===== config.mk =====
export PLATFORM = sky130hd
export DESIGN_NAME = sysreg_access_arbiter
export DESIGN_NICKNAME = d
export VERILOG_FILES = /design/src/rtl/sra_pkg.sv /design/src/rtl/sra_rst_sync.sv /design/src/rtl/sra_cond.sv /design/src/rtl/sra_prio.sv /design/src/rtl/sra_resp_reg.sv /design/src/rtl/sysreg_access_arbiter.sv
export SDC_FILE = /design/constraint.sdc
export NUM_CORES = 1
export LEC_CHECK = 0
export BUFFER_PORTS_ARGS = -buffer_cell sky130_fd_sc_hd__buf_2
export CAP_MARGIN = 10
export CORE_MARGIN = 5
export CORE_UTILIZATION = 40
export CTS_CLUSTER_DIAMETER = 60
export DETAILED_ROUTE_END_ITERATION = 10
export GPL_ROUTABILITY_DRIVEN = 0
export PLACE_DENSITY = 0.76
export SLEW_MARGIN = 20
export SYNTH_ARGS = -nofsm -noshare
export SYNTH_HDL_FRONTEND = slang
export SYNTH_SLANG_ARGS = --single-unit
export TNS_END_PERCENT = 100

===== constraint.sdc =====
create_clock -name clk -period 0.8 [get_ports clk]
set_clock_uncertainty 0.1 [all_clocks]
set_input_delay 0.08 -clock clk [delete_from_list [all_inputs] [get_ports clk]]
set_output_delay 0.08 -clock clk [all_outputs]
set_load 0.1 [all_outputs]

===== src/rtl/sra_pkg.sv =====
package sra_pkg;

  localparam int unsigned RESULT_N = 5;

  typedef enum logic [2:0] {
    RES_PERMIT = 3'd0,
    RES_UNDEF  = 3'd1,
    RES_TRAP2  = 3'd2,
    RES_TRAP3  = 3'd3,
    RES_HALT   = 3'd4
  } result_e;

  typedef struct packed {
    logic tb_off;     // level-3 trace access disabled
    logic own_bad;    // ownership mismatch against current state
    logic fgt_hit;    // fine-grained trap to level 2
    logic l2_hit;     // level-2 ownership trap
    logic halt_any;   // halt condition without the width qualifier
    logic halt_wide;  // halt condition with level 1 in 64-bit state
  } cond_t;

endpackage


===== src/rtl/sra_rst_sync.sv =====
module sra_rst_sync #(
  parameter int unsigned STAGES = 2
) (
  input  logic clk,
  input  logic rst_n,
  output logic rst_sync_n
);
  logic [STAGES-1:0] sync_q;

  always_ff @(posedge clk or negedge rst_n) begin
    if (!rst_n) sync_q <= '0;
    else        sync_q <= {sync_q[STAGES-2:0], 1'b1};
  end

  assign rst_sync_n = sync_q[STAGES-1];
endmodule


===== src/rtl/sra_cond.sv =====
module sra_cond
  import sra_pkg::*;
(
  input  logic       req_write,
  input  logic       strap_el3,
  input  logic       strap_el2_on,
  input  logic       strap_fgt,
  input  logic       strap_realm,
  input  logic       strap_ext_trace,
  input  logic       l3_trace_en,
  input  logic [1:0] l3_owner,
  input  logic       l3_realm_owner,
  input  logic       cur_ns,
  input  logic       cur_realm,
  input  logic       l3_fgt_en,
  input  logic       fgt_rd_ok,
  input  logic       fgt_wr_ok,
  input  logic       l2_own_lo,
  input  logic       os_lock,
  input  logic       halt_ok,
  input  logic       trace_acc_trap,
  input  logic       el1_narrow,
  output cond_t      cond
);
  logic mismatch;
  logic allow_bit;

  always_comb begin
    mismatch  = !l3_owner[0]
              || (l3_owner[1] != cur_ns)
              || (strap_realm && (l3_realm_owner != cur_realm));
    allow_bit = req_write ? fgt_wr_ok : fgt_rd_ok;

    cond.tb_off    = strap_el3 && !l3_trace_en;
    cond.own_bad   = strap_el3 && mismatch;
    cond.fgt_hit   = strap_el2_on && strap_fgt
                   && ((strap_el3 && !l3_fgt_en) || !allow_bit);
    cond.l2_hit    = strap_el2_on && !l2_own_lo;
    cond.halt_any  = strap_ext_trace && !os_lock && halt_ok && trace_acc_trap;
    cond.halt_wide = cond.halt_any && !el1_narrow;
  end
endmodule


===== src/rtl/sra_prio.sv =====
module sra_prio
  import sra_pkg::*;
(
  input  logic [1:0] req_el,
  input  cond_t      cond,
  input  logic       sdd_early,
  input  logic       sdd_undef,
  output result_e    result
);
  result_e l3_res;

  always_comb begin
    l3_res = sdd_undef ? RES_UNDEF : RES_TRAP3;
    case (req_el)
      2'd0: result = RES_UNDEF;
      2'd1: begin
        if      (sdd_early && cond.tb_off)  result = RES_UNDEF;
        else if (sdd_early && cond.own_bad) result = RES_UNDEF;
        else if (cond.fgt_hit)              result = RES_TRAP2;
        else if (cond.l2_hit)               result = RES_TRAP2;
        else if (cond.tb_off)               result = l3_res;
        else if (cond.own_bad)              result = l3_res;
        else if (cond.halt_any)             result = RES_HALT;
        else                                result = RES_PERMIT;
      end
      2'd2: begin
        if      (sdd_early && cond.own_bad) result = RES_UNDEF;
        else if (sdd_early && cond.tb_off)  result = RES_UNDEF;
        else if (cond.own_bad)              result = l3_res;
        else if (cond.tb_off)               result = l3_res;
        else if (cond.halt_wide)            result = RES_HALT;
        else                                result = RES_PERMIT;
      end
      default: result = cond.halt_wide ? RES_HALT : RES_PERMIT;
    endcase
  end
endmodule


===== src/rtl/sra_resp_reg.sv =====
module sra_resp_reg
  import sra_pkg::*;
#(
  parameter int unsigned       OUT_W    = RESULT_N,
  parameter int unsigned       CLS_W    = 6,
  parameter logic [CLS_W-1:0]  TRAP_CLS = 6'h18
) (
  input  logic             clk,
  input  logic             rst_n,
  input  logic             req_valid,
  input  result_e          result,
  output logic             rsp_valid,
  output logic [OUT_W-1:0] rsp_outcome,
  output logic [CLS_W-1:0] rsp_class
);
  logic [OUT_W-1:0] onehot;
  logic             valid_d;
  logic [OUT_W-1:0] outcome_d;
  logic [CLS_W-1:0] class_d;
  logic             load_en;

  for (genvar gi = 0; gi < OUT_W; gi++) begin : g_onehot
    assign onehot[gi] = (result == result_e'(gi));
  end

  always_comb begin
    load_en   = req_valid || rsp_valid;
    valid_d   = req_valid;
    outcome_d = req_valid ? onehot : '0;
    class_d   = (req_valid && (result == RES_TRAP2 || result == RES_TRAP3))
              ? TRAP_CLS : '0;
  end

  always_ff @(posedge clk or negedge rst_n) begin
    if (!rst_n) begin
      rsp_valid   <= 1'b0;
      rsp_outcome <= '0;
      rsp_class   <= '0;
    end else if (load_en) begin
      rsp_valid   <= valid_d;
      rsp_outcome <= outcome_d;
      rsp_class   <= class_d;
    end
  end
endmodule


===== src/rtl/sysreg_access_arbiter.sv =====
module sysreg_access_arbiter
  import sra_pkg::*;
#(
  parameter int unsigned      OUT_W      = RESULT_N,
  parameter int unsigned      CLS_W      = 6,
  parameter logic [CLS_W-1:0] TRAP_CLS   = 6'h18,
  parameter int unsigned      SYNC_STAGE = 2
) (
  input  logic             clk,
  input  logic             rst_n,
  input  logic             req_valid,
  input  logic             req_write,
  input  logic [1:0]       req_el,
  input  logic             strap_el3,
  input  logic             strap_el2_on,
  input  logic             strap_fgt,
  input  logic             strap_realm,
  input  logic             strap_ext_trace,
  input  logic             sdd_early,
  input  logic             sdd_undef,
  input  logic             l3_trace_en,
  input  logic [1:0]       l3_owner,
  input  logic             l3_realm_owner,
  input  logic             cur_ns,
  input  logic             cur_realm,
  input  logic             l3_fgt_en,
  input  logic             fgt_rd_ok,
  input  logic             fgt_wr_ok,
  input  logic             l2_own_lo,
  input  logic             os_lock,
  input  logic             halt_ok,
  input  logic             trace_acc_trap,
  input  logic             el1_narrow,
  output logic             rsp_valid,
  output logic [OUT_W-1:0] rsp_outcome,
  output logic [CLS_W-1:0] rsp_class
);
  logic    rst_sync_n;
  cond_t   cond;
  result_e result;

  sra_rst_sync #(.STAGES(SYNC_STAGE)) i_rst_sync (
    .clk        (clk),
    .rst_n      (rst_n),
    .rst_sync_n (rst_sync_n)
  );

  sra_cond i_cond (
    .req_write       (req_write),
    .strap_el3       (strap_el3),
    .strap_el2_on    (strap_el2_on),
    .strap_fgt       (strap_fgt),
    .strap_realm     (strap_realm),
    .strap_ext_trace (strap_ext_trace),
    .l3_trace_en     (l3_trace_en),
    .l3_owner        (l3_owner),
    .l3_realm_owner  (l3_realm_owner),
    .cur_ns          (cur_ns),
    .cur_realm       (cur_realm),
    .l3_fgt_en       (l3_fgt_en),
    .fgt_rd_ok       (fgt_rd_ok),
    .fgt_wr_ok       (fgt_wr_ok),
    .l2_own_lo       (l2_own_lo),
    .os_lock         (os_lock),
    .halt_ok         (halt_ok),
    .trace_acc_trap  (trace_acc_trap),
    .el1_narrow      (el1_narrow),
    .cond            (cond)
  );

  sra_prio i_prio (
    .req_el    (req_el),
    .cond      (cond),
    .sdd_early (sdd_early),
    .sdd_undef (sdd_undef),
    .result    (result)
  );

  sra_resp_reg #(
    .OUT_W    (OUT_W),
    .CLS_W    (CLS_W),
    .TRAP_CLS (TRAP_CLS)
  ) i_resp (
    .clk         (clk),
    .rst_n       (rst_sync_n),
    .req_valid   (req_valid),
    .result      (result),
    .rsp_valid   (rsp_valid),
    .rsp_outcome (rsp_outcome),
    .rsp_class   (rsp_class)
  );
endmodule


==> impl_metrics.py <==
metrics = {
    "clocking": {
        "h-tree-depth": 1,
        "cts.sinks": 9,
        "clockRootBuffer": "clkbuf_4",
        "cts-root-to-sink-buffers": 2,
        "clk_latency_ns": 0.27,
        "cts_tree": "done",
        "clk_pin_slew_ns": 0.06,
        "cts_made_buffers": 3,
    },
    "global_route": {
        "gr-total-overflow": 0,
        "grt_pass1_wl_um": 3680,
        "grt_max_degree": 9,
        "antenna_found_initial": 0,
        "grt_usage_pct": 19.8,
        "first_global_vias": 794,
    },
    "setup_path": {
        "cp.required_ns": 0.90,
        "end_kind": "flip-flop",
        "path_class": "in -> reg",
        "cp-start-kind": "input pin",
        "critical_path_arrival_ns": 1.37,
        "critPathMaxFanout": 6,
    },
    "layout": {
        "diodes": 0,
        "drive_gt1_share_pct": 64.6,
        "final_cell_mix": "23 x buf_2, 9 x buf_12, 8 x buf_4",
        "final_nets": 141,
        "area_growth_pct": 99.0,
        "layout_commonest_cell": "buf_2",
        "finish.instance_area_um2": 1210,
        "final_core_util_pct": 82.4,
    },
    "sta": {
        "final.setup.worst_slack_ns": -0.469,
        "final-setup-viol-count": 14,
        "final-hold-violation-count": 0,
        "fin_crit_sh_pct": 159,
        "fin_crit_ns": 1.27,
        "whs_ns": 0.0236,
        "drv_slew": 0,
        "max_freq_mhz": 788,
        "rsz0062_at_grt": "yes",
    },
    "synthesis": {
        "muxShareOfSynthArea_pct": 1.64,
        "yosys.area.top_type_share_pct": 37.0,
        "synth_top_area_cell": "dfrtp_1",
        "synth_warnings": 0,
        "syn_area_per_cell_um2": 9.23,
        "synth_top_family_by_area": "compound AO/OA/AOI/OAI gates",
        "ys_ff_latch": 9,
        "synth_xor_area_share_pct": 2.87,
        "ys_types": 29,
        "synthTopCellsByArea": "dfrtp_1 37%, buf_4 6.2%, a22o_1 5.7%",
        "syn-instance-count": 66,
        "yosys.area_share.simple_pct": 14.4,
        "ys_seq_area_share_pct": 37.0,
        "synth_compound_area_share_pct": 31.6,
        "syn-cell-area_um2": 609,
        "synth_adder_area_share_pct": 0,
    },
    "pwr": {
        "power_density_nw_per_um2": 1330,
        "switching_power_uw": 652,
        "p_total_uw": 1610,
        "power_frac_seq_pct": 32.4,
        "p_clk_share_pct": 22.4,
        "cell_internal_pwr_uw": 962,
        "swShare_pct": 40.4,
        "combPwrFrac_pct": 45.3,
        "cellLeakagePower_uw": 0.000545,
        "vdd_drop_max_mv": 0.877,
    },
    "placed_design": {
        "io_buffers": 34,
        "hpwlAfterDp_um": 1580,
        "dp_slack_ns": -0.745,
        "place_area_um2": 981,
    },
    "floorplan": {
        "die_height_um": 49.0,
        "die_width_um": 49.0,
        "rows": 14,
        "die_area_um2": 2400,
        "placeableCoreArea_um2": 1470,
        "initial_core_util_pct": 41.4,
        "io_pins": 39,
    },
    "status": {
        "status": "complete, but fails checks",
        "failed_checks": "negative setup slack",
    },
    "detailed_routing": {
        "drtPass1Iterations": 4,
        "wl_per_cell_um": 18.2,
        "vias": 733,
        "drc": 0,
        "detail_route.vias_per_cell": 5.68,
        "ant_nets": 0,
        "routed_wl_um": 2350,
        "drtIter0Drc": 23,
    },
    "min_path": {
        "hold_class": "in -> async",
    },
    "job": {
        "max_cap_viol_count": 0,
    },
}
-- power groups by stage --
stage	registers, uW	logic (uW)	clock network, uW
2_1_floorplan	655	260	0
3_3_place_gp	530	578	0
3_5_place_dp	532	595	0
4_1_cts	522	669	375
5_1_grt	525	760	406
6_report	522	731	361
-- worst max-delay path, cell delays in order --
cell	delay, ns
buf_8	0.10
mux2i_4	0.18
o311ai_4	0.27
buf_6	0.19
buf_12	0.10
nor3b_4	0.04
o32ai_2	0.22
a22o_1	0.18
-- cell families (layout without fill, tap and decap cells) --
kind of cell | count (synthesis) | count (layout)
other | 2 | 5
xor gates and xnor gates | 2 | 2
DFF | 9 | 9
and+or+nand+nor | 17 | 17
AOI/OAI and AO/OA | 22 | 22
buffers and inverters | 13 | 57
muxes | 1 | 1
-- per-stage QoR --
stage	setup TNS, ns	std cells
after global placement	-3.96	118
after floorplan	-2.65	69
after global routing	-5.55	129
final	-5.17	129
after detailed placement	-4.39	118
after CTS	-4.81	127
-- layout make-up --
class,instances,area (um2)
inverter,5,18.8
sequential,9,251
tap,16,20.0
fill,86,259
clock inverter,1,5.00
multi-input combinational,47,448
timing repair buffer,48,447
clock buffer,3,22.5
-- state kept, by name, summed over array words and instances (netlist names) --
register            cells
i_rst_sync.sync_q       2
i_resp.rsp_valid        1
i_resp.rsp_class        1
i_resp.rsp_outcome      5
-- repair_timing --
item	4_1_cts	5_1_grt
pin swaps	12	1
endpoints found under the hold margin	3	0
hold buffers	2	0
buffers inserted	3	2
resized for setup	15	7
setup endpoints to repair	14	14
-- final timing paths --
path	start	endpoint	slack, ns	cells after the start
worst max-delay path	req_write	i_resp.rsp_outcome[1]	-0.47	8
worst min-delay path	rst_n	i_rst_sync.sync_q[1]	0.02	2
worst max register to register	i_resp.rsp_valid	i_resp.rsp_outcome[0]	-0.36	4
worst min register to register	i_rst_sync.sync_q[1]	i_resp.rsp_valid	0.03	0
max in group asynchronous	i_rst_sync.sync_q[1]	i_resp.rsp_outcome[3]	0.30	0
min in group clk	req_valid	i_resp.rsp_outcome[0]	0.10	3
-- routing by layer --
layer	vias up	global-route usage, %	part of all wire, %	wire length [um]
met5	-	0	0	0
met4	0	12.6	3.8	89
met3	10	6.42	6.5	153
met2	39	33.9	53	1250
met1	360	20.5	37	861
li1	324	-	-	-
-- synthesized netlist by cell type --
cell type	number
nand2_1	6
o21ai_0	3
nor4_1	1
o311ai_0	1
a21oi_1	2
a21boi_0	1
nand3_2	1
nand2b_1	3
a22o_1	4
mux2i_1	1
nor3b_1	1
o2111ai_1	1
buf_4	5
a211o_1	2
nand3_1	1
a211oi_1	2
a21o_1	1
o32ai_1	1
dfrtp_1	9
xor2_1	2
buf_2	1
a311oi_1	2
o311ai_4	1
a2111oi_2	1
clkbuf_1	2
conb_1	2
nor2_1	3
inv_1	5
nor2b_1	1
Note: power is estimated with default switching activity, not from simulation.
